<file path="src/rtl/cse_pkg.sv">
package cse_pkg;
  localparam logic [9:0] OFF_WAIT = 10'h010;
  localparam logic [9:0] OFF_CTRL = 10'h014;
  localparam logic [9:0] OFF_STAT = 10'h018;
  localparam logic [9:0] OFF_EN   = 10'h01C;
  localparam int OFF_CMD0   = 'h30;
  localparam int CMD_STRIDE = 20;
  localparam int SET_STRIDE = 672;
  localparam int K_MSG = 0;
  localparam int K_ADR = 4;
  localparam int K_DAT = 8;
  localparam int K_STS = 12;
  localparam int K_RSP = 16;
  localparam int MODE_BIT  = 16;
  localparam int TRIG_BIT  = 24;
  localparam int RESP_BIT  = 8;
  localparam int WRITE_BIT = 16;
  localparam int ST_ISS    = 8;
  localparam int ST_CMP    = 16;

  function automatic logic [3:0] first_one(input logic [15:0] v);
    first_one = '0;
    for (int i = 15; i >= 0; i--)
      if (v[i]) first_one = 4'(i);
  endfunction

  function automatic logic [9:0] cmd_off(input int c, input int k);
    return 10'(OFF_CMD0 + CMD_STRIDE * c + k);
  endfunction
endpackage

</file>
<file path="src/rtl/cse_set.sv">
module cse_set
  import cse_pkg::*;
#(
  parameter int NCMD = 4,
  parameter int DW   = 32
) (
  input  logic          clk,
  input  logic          rst_n,
  input  logic          wr,
  input  logic [9:0]    off,
  input  logic [DW-1:0] wdata,
  output logic [DW-1:0] rdata,
  output logic          pend,
  output logic [DW-1:0] c_addr,
  output logic [DW-1:0] c_data,
  output logic          c_resp,
  output logic          c_write,
  input  logic          grant,
  input  logic          ack,
  input  logic [DW-1:0] ack_data,
  output logic          done
);
  localparam int CW = $clog2(NCMD);

  logic [DW-1:0]   msg_q [NCMD];
  logic [DW-1:0]   adr_q [NCMD];
  logic [DW-1:0]   dat_q [NCMD];
  logic [DW-1:0]   rsp_q [NCMD];
  logic [NCMD-1:0] en_q, wt_q, iss_q, cmp_q, todo;
  logic            mode_q, trig_q, busy_q, ack_wait;
  logic [CW-1:0]   nxt, cur_q;
  logic            wr_ok, start;

  assign todo    = en_q & ~iss_q;
  assign nxt     = CW'(first_one(16'(todo)));
  assign pend    = busy_q & ~ack_wait & (|todo);
  assign done    = busy_q & ~ack_wait & ~(|todo);
  assign c_addr  = adr_q[nxt];
  assign c_data  = dat_q[nxt];
  assign c_resp  = msg_q[nxt][RESP_BIT] | wt_q[nxt];
  assign c_write = msg_q[nxt][WRITE_BIT];
  assign wr_ok   = wr & ~busy_q;
  assign start   = wr && (off == OFF_CTRL) && !busy_q && mode_q && !trig_q &&
                   wdata[MODE_BIT] && wdata[TRIG_BIT];

  always_ff @(posedge clk) begin
    if (!rst_n) begin
      for (int c = 0; c < NCMD; c++) begin
        msg_q[c] <= '0; adr_q[c] <= '0; dat_q[c] <= '0; rsp_q[c] <= '0;
      end
      en_q <= '0; wt_q <= '0; iss_q <= '0; cmp_q <= '0;
      mode_q <= 1'b0; trig_q <= 1'b0; busy_q <= 1'b0; ack_wait <= 1'b0;
      cur_q <= '0;
    end else begin
      if (wr && off == OFF_CTRL) begin
        mode_q <= wdata[MODE_BIT];
        trig_q <= wdata[TRIG_BIT];
      end
      if (start) begin
        busy_q <= 1'b1;
        iss_q  <= '0;
        cmp_q  <= '0;
      end
      if (wr_ok && off == OFF_WAIT) wt_q <= wdata[NCMD-1:0];
      if (wr_ok && off == OFF_EN) begin
        en_q <= wdata[NCMD-1:0];
        if (wdata[NCMD-1:0] == '0) begin
          for (int c = 0; c < NCMD; c++) begin
            msg_q[c] <= '0; adr_q[c] <= '0; dat_q[c] <= '0; rsp_q[c] <= '0;
          end
          iss_q <= '0;
          cmp_q <= '0;
        end
      end
      for (int c = 0; c < NCMD; c++) begin
        if (wr_ok && off == cmd_off(c, K_MSG)) msg_q[c] <= wdata;
        if (wr_ok && off == cmd_off(c, K_ADR)) adr_q[c] <= wdata;
        if (wr_ok && off == cmd_off(c, K_DAT)) dat_q[c] <= wdata;
      end
      if (grant) begin
        iss_q[nxt] <= 1'b1;
        if (c_resp) begin
          ack_wait <= 1'b1;
          cur_q    <= nxt;
        end else begin
          cmp_q[nxt] <= 1'b1;
        end
      end
      if (ack && ack_wait) begin
        cmp_q[cur_q] <= 1'b1;
        rsp_q[cur_q] <= ack_data;
        ack_wait     <= 1'b0;
      end
      if (done) busy_q <= 1'b0;
    end
  end

  always_comb begin
    rdata = '0;
    case (off)
      OFF_WAIT: rdata[NCMD-1:0] = wt_q;
      OFF_CTRL: begin
        rdata[MODE_BIT] = mode_q;
        rdata[TRIG_BIT] = trig_q;
      end
      OFF_STAT: rdata[0] = ~busy_q;
      OFF_EN:   rdata[NCMD-1:0] = en_q;
      default:  ;
    endcase
    for (int c = 0; c < NCMD; c++) begin
      if (off == cmd_off(c, K_MSG)) rdata = msg_q[c];
      if (off == cmd_off(c, K_ADR)) rdata = adr_q[c];
      if (off == cmd_off(c, K_DAT)) rdata = dat_q[c];
      if (off == cmd_off(c, K_RSP)) rdata = rsp_q[c];
      if (off == cmd_off(c, K_STS)) begin
        rdata[ST_ISS] = iss_q[c];
        rdata[ST_CMP] = cmp_q[c];
      end
    end
  end
endmodule

</file>
<file path="src/rtl/cse_arb.sv">
module cse_arb
  import cse_pkg::*;
#(
  parameter int NSETS = 3
) (
  input  logic                     clk,
  input  logic                     rst_n,
  input  logic [NSETS-1:0]         pend,
  input  logic                     block,
  input  logic                     accept,
  output logic                     valid,
  output logic [$clog2(NSETS)-1:0] sel
);
  localparam int SW = $clog2(NSETS);

  logic          hold_q;
  logic [SW-1:0] hold_idx, lowest;

  assign lowest = SW'(first_one(16'(pend)));
  assign valid  = ~block & (hold_q | (|pend));
  assign sel    = hold_q ? hold_idx : lowest;

  always_ff @(posedge clk) begin
    if (!rst_n) begin
      hold_q   <= 1'b0;
      hold_idx <= '0;
    end else begin
      hold_q   <= valid & ~accept;
      hold_idx <= sel;
    end
  end
endmodule

</file>
<file path="src/rtl/cmd_set_engine.sv">
module cmd_set_engine
  import cse_pkg::*;
#(
  parameter int NSETS = 3,
  parameter int NCMD  = 4,
  parameter int AW    = 12,
  parameter int DW    = 32
) (
  input  logic          clk,
  input  logic          rst_n,
  input  logic          reg_wr,
  input  logic [AW-1:0] reg_addr,
  input  logic [DW-1:0] reg_wdata,
  output logic [DW-1:0] reg_rdata,
  output logic          req_valid,
  input  logic          req_ready,
  output logic [DW-1:0] req_addr,
  output logic [DW-1:0] req_data,
  output logic          req_write,
  output logic          req_resp,
  input  logic          rsp_valid,
  input  logic [DW-1:0] rsp_data,
  output logic          irq
);
  localparam int SW = $clog2(NSETS);

  logic [DW-1:0]    s_rdata [NSETS];
  logic [DW-1:0]    s_addr  [NSETS];
  logic [DW-1:0]    s_data  [NSETS];
  logic [9:0]       s_off   [NSETS];
  logic [NSETS-1:0] hit, s_pend, s_resp, s_write, s_done, s_grant, s_ack;
  logic [NSETS-1:0] irq_en_q, irq_st_q;
  logic [SW-1:0]    sel, out_set;
  logic             accept, out_q, com_wr;

  for (genvar s = 0; s < NSETS; s++) begin : g_set
    assign hit[s]     = (int'(reg_addr) >= s * SET_STRIDE) &&
                        (int'(reg_addr) < (s + 1) * SET_STRIDE);
    assign s_off[s]   = 10'(int'(reg_addr) - s * SET_STRIDE);
    assign s_grant[s] = accept && (sel == SW'(s));
    assign s_ack[s]   = rsp_valid && out_q && (out_set == SW'(s));

    cse_set #(.NCMD(NCMD), .DW(DW)) u_set (
      .clk(clk), .rst_n(rst_n), .wr(reg_wr & hit[s]), .off(s_off[s]),
      .wdata(reg_wdata), .rdata(s_rdata[s]), .pend(s_pend[s]),
      .c_addr(s_addr[s]), .c_data(s_data[s]), .c_resp(s_resp[s]),
      .c_write(s_write[s]), .grant(s_grant[s]), .ack(s_ack[s]),
      .ack_data(rsp_data), .done(s_done[s])
    );
  end

  cse_arb #(.NSETS(NSETS)) u_arb (
    .clk(clk), .rst_n(rst_n), .pend(s_pend), .block(out_q),
    .accept(req_ready), .valid(req_valid), .sel(sel)
  );

  assign req_addr  = s_addr[sel];
  assign req_data  = s_data[sel];
  assign req_resp  = s_resp[sel];
  assign req_write = s_write[sel];
  assign accept    = req_valid & req_ready;
  assign com_wr    = reg_wr && (int'(reg_addr) < 'h10);
  assign irq       = |irq_st_q;

  always_ff @(posedge clk) begin
    if (!rst_n) begin
      out_q    <= 1'b0;
      out_set  <= '0;
      irq_en_q <= '0;
      irq_st_q <= '0;
    end else begin
      if (accept && req_resp) begin
        out_q   <= 1'b1;
        out_set <= sel;
      end else if (rsp_valid && out_q) begin
        out_q <= 1'b0;
      end
      if (com_wr && reg_addr == AW'('h0)) irq_en_q <= reg_wdata[NSETS-1:0];
      if (com_wr && reg_addr == AW'('h8))
        irq_st_q <= (irq_st_q & ~reg_wdata[NSETS-1:0]) | (s_done & irq_en_q);
      else
        irq_st_q <= irq_st_q | (s_done & irq_en_q);
    end
  end

  always_comb begin
    reg_rdata = '0;
    if (reg_addr == AW'('h0)) reg_rdata[NSETS-1:0] = irq_en_q;
    if (reg_addr == AW'('h4)) reg_rdata[NSETS-1:0] = irq_st_q;
    for (int s = 0; s < NSETS; s++)
      if (hit[s]) reg_rdata = reg_rdata | s_rdata[s];
  end
endmodule

</file>
<file path="config.mk">
export PLATFORM = sky130hd
export DESIGN_NAME = cmd_set_engine
export DESIGN_NICKNAME = d
export VERILOG_FILES = /design/src/rtl/cse_pkg.sv /design/src/rtl/cse_set.sv /design/src/rtl/cse_arb.sv /design/src/rtl/cmd_set_engine.sv
export SDC_FILE = /design/constraint.sdc
export NUM_CORES = 2
export LEC_CHECK = 0
export ABC_AREA = 1
export BUFFER_PORTS_ARGS = -buffer_cell sky130_fd_sc_hd__clkbuf_2
export CAP_MARGIN = 20
export CORE_MARGIN = 5
export CORE_UTILIZATION = 30
export DETAILED_ROUTE_END_ITERATION = 8
export GPL_ROUTABILITY_DRIVEN = 0
export GPL_TIMING_DRIVEN = 1
export PLACE_DENSITY = 0.51
export SYNTH_ARGS = -nofsm -noshare
export SYNTH_HDL_FRONTEND = slang
export SYNTH_HIERARCHICAL = 1
export SYNTH_SLANG_ARGS = --single-unit
</file>
<file path="constraint.sdc">
create_clock -name clk -period 3.41 [get_ports clk]
set_input_delay 0.1705 -clock clk [delete_from_list [all_inputs] [get_ports clk]]
set_output_delay 0.1705 -clock clk [all_outputs]
set_load 0.02 [all_outputs]
</file>
## Yosys cells after proc, flatten, opt, wreduce, memory -nomap -nowiden

Memory sizes are Yosys's and may differ from the RTL's.
Index checks and enable logic that the tools add are counted.
Widths: inputs -> output; s select.

| storage, ports and cells | value |
|---|---|
| word-level logic and storage cells | 781 |
| input bits | 81 |
| bits in writable memories | 1,536 |
| register bits after elaboration | 78 |
| memories kept | 12 |
| output and inout port bits | 100 |

Memories:

| memory | depth | width | rd ports | clocked after Yosys merged registers in | wr ports | line | RTL |
|---|---|---|---|---|---|---|---|
| g_set[0].u_set.adr_q | 4 | 32 | 5 | 0 | 4 | cse_set.sv:26 | `logic [DW-1:0] adr_q [NCMD];` |
| g_set[0].u_set.dat_q | 4 | 32 | 5 | 0 | 4 | cse_set.sv:27 | `logic [DW-1:0] dat_q [NCMD];` |
| g_set[0].u_set.msg_q | 4 | 32 | 5 | 0 | 4 | cse_set.sv:25 | `logic [DW-1:0] msg_q [NCMD];` |
| g_set[0].u_set.rsp_q | 4 | 32 | 4 | 0 | 5 | cse_set.sv:28 | `logic [DW-1:0] rsp_q [NCMD];` |
| g_set[1].u_set.adr_q | 4 | 32 | 5 | 0 | 4 | cse_set.sv:26 |  |
| g_set[1].u_set.dat_q | 4 | 32 | 5 | 0 | 4 | cse_set.sv:27 |  |
| +6 memories | n/a | n/a | n/a | n/a | n/a | n/a |  |

| operators by class | value |
|---|---|
| reductions and logical operators | 107 |
| mux-type cells | 387 |
| add/sub/neg operators | 2 |
| equal/unequal tests | 78 |
| $lt $le $gt $ge | 20 |
| bitwise logic cells | 142 |

Operators with widths:

| operator | number |
|---|---|
| $mux 32 | 139 |
| $eq 10x7->1 const B | 48 |
| $mux 1 | 171 |
| $mux 4 | 39 |
| $bmux 32 s2 | 2 |
| $eq 10x5->1 const B | 12 |
| $eq 10x6->1 const B | 12 |
| $or 1x1->1 | 88 |
| $logic_and 1x1->1 | 82 |
| $or 32x32->32 | 2 |
| $or 4x4->4 | 9 |
| $mux 2 | 16 |
| $or 3x32->32 | 1 |
| $lt 12x11->1 const B | 2 |
| $lt 2x3->1 const B | 7 |
| $and 1x1->1 | 18 |
| $pmux 3 s2 | 3 |
| $and 4x4->4 | 3 |
| $demux 1 s2 | 6 |
| $eq 12x3->1 const B | 1 |
| $eq 12x4->1 const B | 1 |
| $ge 12x10->1 const B | 1 |
| $ge 12x11->1 const B | 1 |
| $ge 2x1->1 const B | 6 |
| other kinds (25) | 66 |

## Logic depth before layout (Yosys ltp)

| depth | value |
|---|---|
| depth after elaboration | 28 |
| mapped depth | 29 |
| mapped depth without buffers | 29 |

## Hierarchy

The synthesis kept the hierarchy.

Modules (own cells, without submodules):

| module | times used | cells each | area an instance (um^2) | seq. area each (um^2) |
|---|---|---|---|---|
| cse_set at g_set[2].u_set | 1 | 2,703 | 24,735.0 | 14,854.2 |
| cse_set at g_set[0].u_set | 1 | 2,710 | 24,702.4 | 14,854.2 |
| cse_set at g_set[1].u_set | 1 | 2,651 | 24,532.3 | 14,854.2 |
| cmd_set_engine | 1 | 574 | 2,707.6 | 180.2 |
| cse_arb | 1 | 23 | 143.9 | 60.1 |

## Least setup slack after synthesis

Ideal clock, no wire load.

| timing path | value |
|---|---|
| path type | input to register |
| from | in reg_addr[6] |
| to | mem g_set[2].u_set.adr_q[1][0], enable pin |
| path buffers | 3 |
| library setup time | 389 ps |
| setup slack | -78 ps |
| data arrival time | 3,099 ps |
| cell stages on the path | 18 |
| required time | 3,021 ps |
| cell sequence | inv_1 -> ha_1 -> inv_1 -> nand3_1 -> nor2_1 -> nor2_4 -> nand2_2 -> buf_4 -> nand2_1 -> nor2_1 -> inv_1 -> nor2_1 -> inv_1 -> nor2_1 -> buf_2 -> nand2_1 -> clkbuf_1 -> nand2_1 |

RTL lines:

| element | line | RTL |
|---|---|---|
| start: declaration | cmd_set_engine.sv:12 | `input logic [AW-1:0] reg_addr,` |
| end: declaration | cse_set.sv:26 |  |

==> impl_metrics.yaml <==
run_status:
  status: "complete, but fails checks"
  violations: "negative setup slack"
placement:
  portBuffers: 180
  dpl.hpwl_mm: 296
  dp_slack_ns: -1.24
synth:
  ys_types: 57
  synth_top_flop_cell: "edfxtp_1"
  syn_inst: 8661
  yosysSeqAreaShare: 0.583
  synth_enable_flop_cells: 1248
  netlist_area_um2: 76800
  synthArstFlopShare: 0
  syn_nets: 8747
  ys_ff_latch: 1614
  avgSynthCellArea_um2: 8.87
  yosysWarnings: 6
worst_setup_path:
  crit_fanout: 3
  critPathArrivalTime_ns: 3.70
  critPathRequiredTime_ns: 3.24
  critPathLaunchType: "input port"
  end_kind: "output pin"
  ff2ff_path_depth: 19
  critical_path_class: "in2out"
cells_and_area:
  final_common_cell: "nor2_1"
  seqCellArea_um2: 44800
  syn_to_final_growth_pct: 36.6
  filler_cell_count: 24819
  layout_common_cells: "1724 x nor2_1, 1511 x nand2_1, 1248 x edfxtp_1"
  multi_input_area_um2: 32100
  drive_gt1_frac: 0.254
  fin_nets: 9790
power:
  peakVddDrop_mv: 0.558
  total_power_mw: 44.8
  p_leak_nw: 41.8
  powerDensity_nw_per_um2: 427
timing:
  fin_skew_ns: 0.0298
  fmax_mhz: 259
  drv_slew: 0
  period_share: 1.13
  finalCriticalPeriod_ns: 3.87
  hold_violations: 0
  worstMarginPinSlew_ns: 1.10
  layout_setup_ws_ns: -0.456
  setup_viol: 89
  rsz0062_at_grt: "yes"
  relSlewSlack: 0.264
global_route:
  grt_usage: 0.307
  grt_pass1_vias: 72500
  antenna_found_initial: 21
  grt_overflow: 0
  grt_max_degree: 100
  grt_pass1_wl_mm: 574
floorplan:
  fp.coreArea_um2: 254000
  start_util: 0.302
  dieArea_um2: 266000
  die_h_um: 516
  rows: 185
  io_pins: 181
  dieWidth_um: 516
clocking:
  cts_buffers: 181
  cts.htree.levels: 4
  clock_sinks: 1614
  cts_root_buffer: "clkbuf_16"
  cts_tree: "yes"
  clkLatencyLatePin_ns: 0.85
  cts.clk_slew.worst_paths_ns: 0.06
  clockBufferDepth: 3
drt:
  drt-total-wl_mm: 425
  dr_total_vias: 76745
  drt_iter0_markers: 11453
  first_pass_iters: 8
  ant_nets: 0
  avgRoutedWirePerCell_um: 32.1
  via_per_inst: 5.80
  route.detailed.drc: 0
hold_path:
  hold_path_depth: 3
  worstHoldPathType: "in2reg"
job:
  cap_violations: 0
[cell families after synthesis]
kind of cell             Yosys count  synth area share
AND/OR/NAND/NOR                 4644             0.254
XOR/XNOR                           4          0.000456
AO/OA/AOI/OAI                   1212             0.100
adder cells (fa/ha/maj)            5          0.000814
buffers and inverters           1180            0.0613
flip-flops                      1614             0.583
multiplexers                       2          0.000261
[worst max-delay path, stage by stage]
cell and delay, ns:
clkbuf_16 0.14, inv_6 0.04, ha_4 0.16, buf_6 0.12, xnor2_4 0.32, buf_6 0.18
inv_4 0.03, nand2_4 0.06, nor2_4 0.05, buf_6 0.12, nand3_4 0.08, nand2_4 0.09
a21oi_2 0.12, nand4_1 0.11, a21oi_1 0.13, nand4_1 0.16, nand2_1 0.10, nand4_1 0.08
nor2_1 0.11, nand4_1 0.57, buf_4 0.39, nand3_4 0.08, nand3_4 0.10, buf_8 0.15
[final timing paths]
kind	start	to	slack, ns
setup reg to reg	g_set[0].u_set/iss_q[3]	out_q	0.27
hold / removal	reg_wdata[11]	g_set[1].u_set/msg_q[2][11]	0.06
setup / recovery	reg_addr[5]	reg_rdata[1]	-0.46
hold reg to reg	irq_en_q[0]	irq_st_q[0]	0.46
[layout make-up]
cell class / instances / share of cell area
antenna: 16 / 0.000381
clock buffer: 260 / 0.0485
clock inverter: 77 / 0.00693
inverter: 680 / 0.0254
multi-input combinational: 5867 / 0.305
sequential: 1614 / 0.427
tap: 3366 / 0.0401
timing repair buffer: 1360 / 0.146
[per-stage QoR]
stage | cells | hold slack, ns | TNS, ns | utilization | instance area, um^2
final | 13240 | 0.0613 | -9.38 | 0.413 | 105000
after global routing | 13228 | 0.0181 | -15.97 | 0.412 | 105000
after CTS | 13172 | 0.000641 | -7.98 | 0.403 | 102000
after detailed placement | 12679 | 0.455 | -87.65 | 0.356 | 90600
after global placement | 12678 | 0.452 | -112.89 | 0.356 | 90600
after floorplan | 8661 | 0.291 | 0 | - | 76900
[Yosys cell counts (60+ instances only)]
library cell | count | area share
clkbuf_1 | 326 | 0.016
o21ai_0 | 125 | 0.0081
o2111ai_1 | 60 | 0.0068
dfxtp_1 | 366 | 0.095
nor2_1 | 1768 | 0.086
edfxtp_1 | 1248 | 0.49
clkinv_1 | 100 | 0.0049
nand4_1 | 207 | 0.017
a22oi_1 | 227 | 0.022
a31oi_1 | 122 | 0.0099
a21oi_1 | 469 | 0.031
a221oi_1 | 71 | 0.0081
nand3_1 | 697 | 0.045
inv_1 | 537 | 0.026
buf_2 | 111 | 0.0072
nand2_1 | 1807 | 0.088
[where the power goes]
part / internal, mW / switching (mW) / total, mW
combinational: 0.805 / 2.36 / 3.16
sequential: 21.6 / 0.240 / 21.9
clock: 11.2 / 8.56 / 19.8
total: 33.6 / 11.2 / 44.8
[metal layers]
metal  global-route usage  share of wire  vias up
li1                     -              -    31775
met1                0.377           0.35    37790
met2                0.447           0.42     5702
met3               0.0972           0.13     1462
met4                0.235          0.095       16
met5                    0         0.0013        -
[timing repair]
item | CTS | global route
hold buffers | 35 | 0
pin swaps | 173 | 229
setup buffers | 128 | 79
gates resized for setup | 1021 | 602
endpoints found under the hold margin | 165 | 0
endpoints found under the setup margin | 98 | 98
gates cloned | 18 | 5
[sequential cells by signal, summed over array words and instances (netlist names)]
| name | count |
|---|---|
| g_set.u_set/wt_q | 12 |
| g_set.u_set/ack_wait | 3 |
| out_set | 2 |
| g_set.u_set/cur_q | 6 |
| g_set.u_set/busy_q | 3 |
| g_set.u_set/cmp_q | 12 |
| irq_st_q | 3 |
| irq_en_q | 3 |
| out_q | 1 |
| g_set.u_set/adr_q | 384 |
| u_arb/hold_q | 1 |
| g_set.u_set/dat_q | 384 |
| g_set.u_set/mode_q | 3 |
| u_arb/hold_idx | 2 |
| g_set.u_set/rsp_q | 384 |
| g_set.u_set/en_q | 12 |
| g_set.u_set/trig_q | 3 |
| g_set.u_set/msg_q | 384 |
| g_set.u_set/iss_q | 12 |
Power figures use the tool's default switching activity.
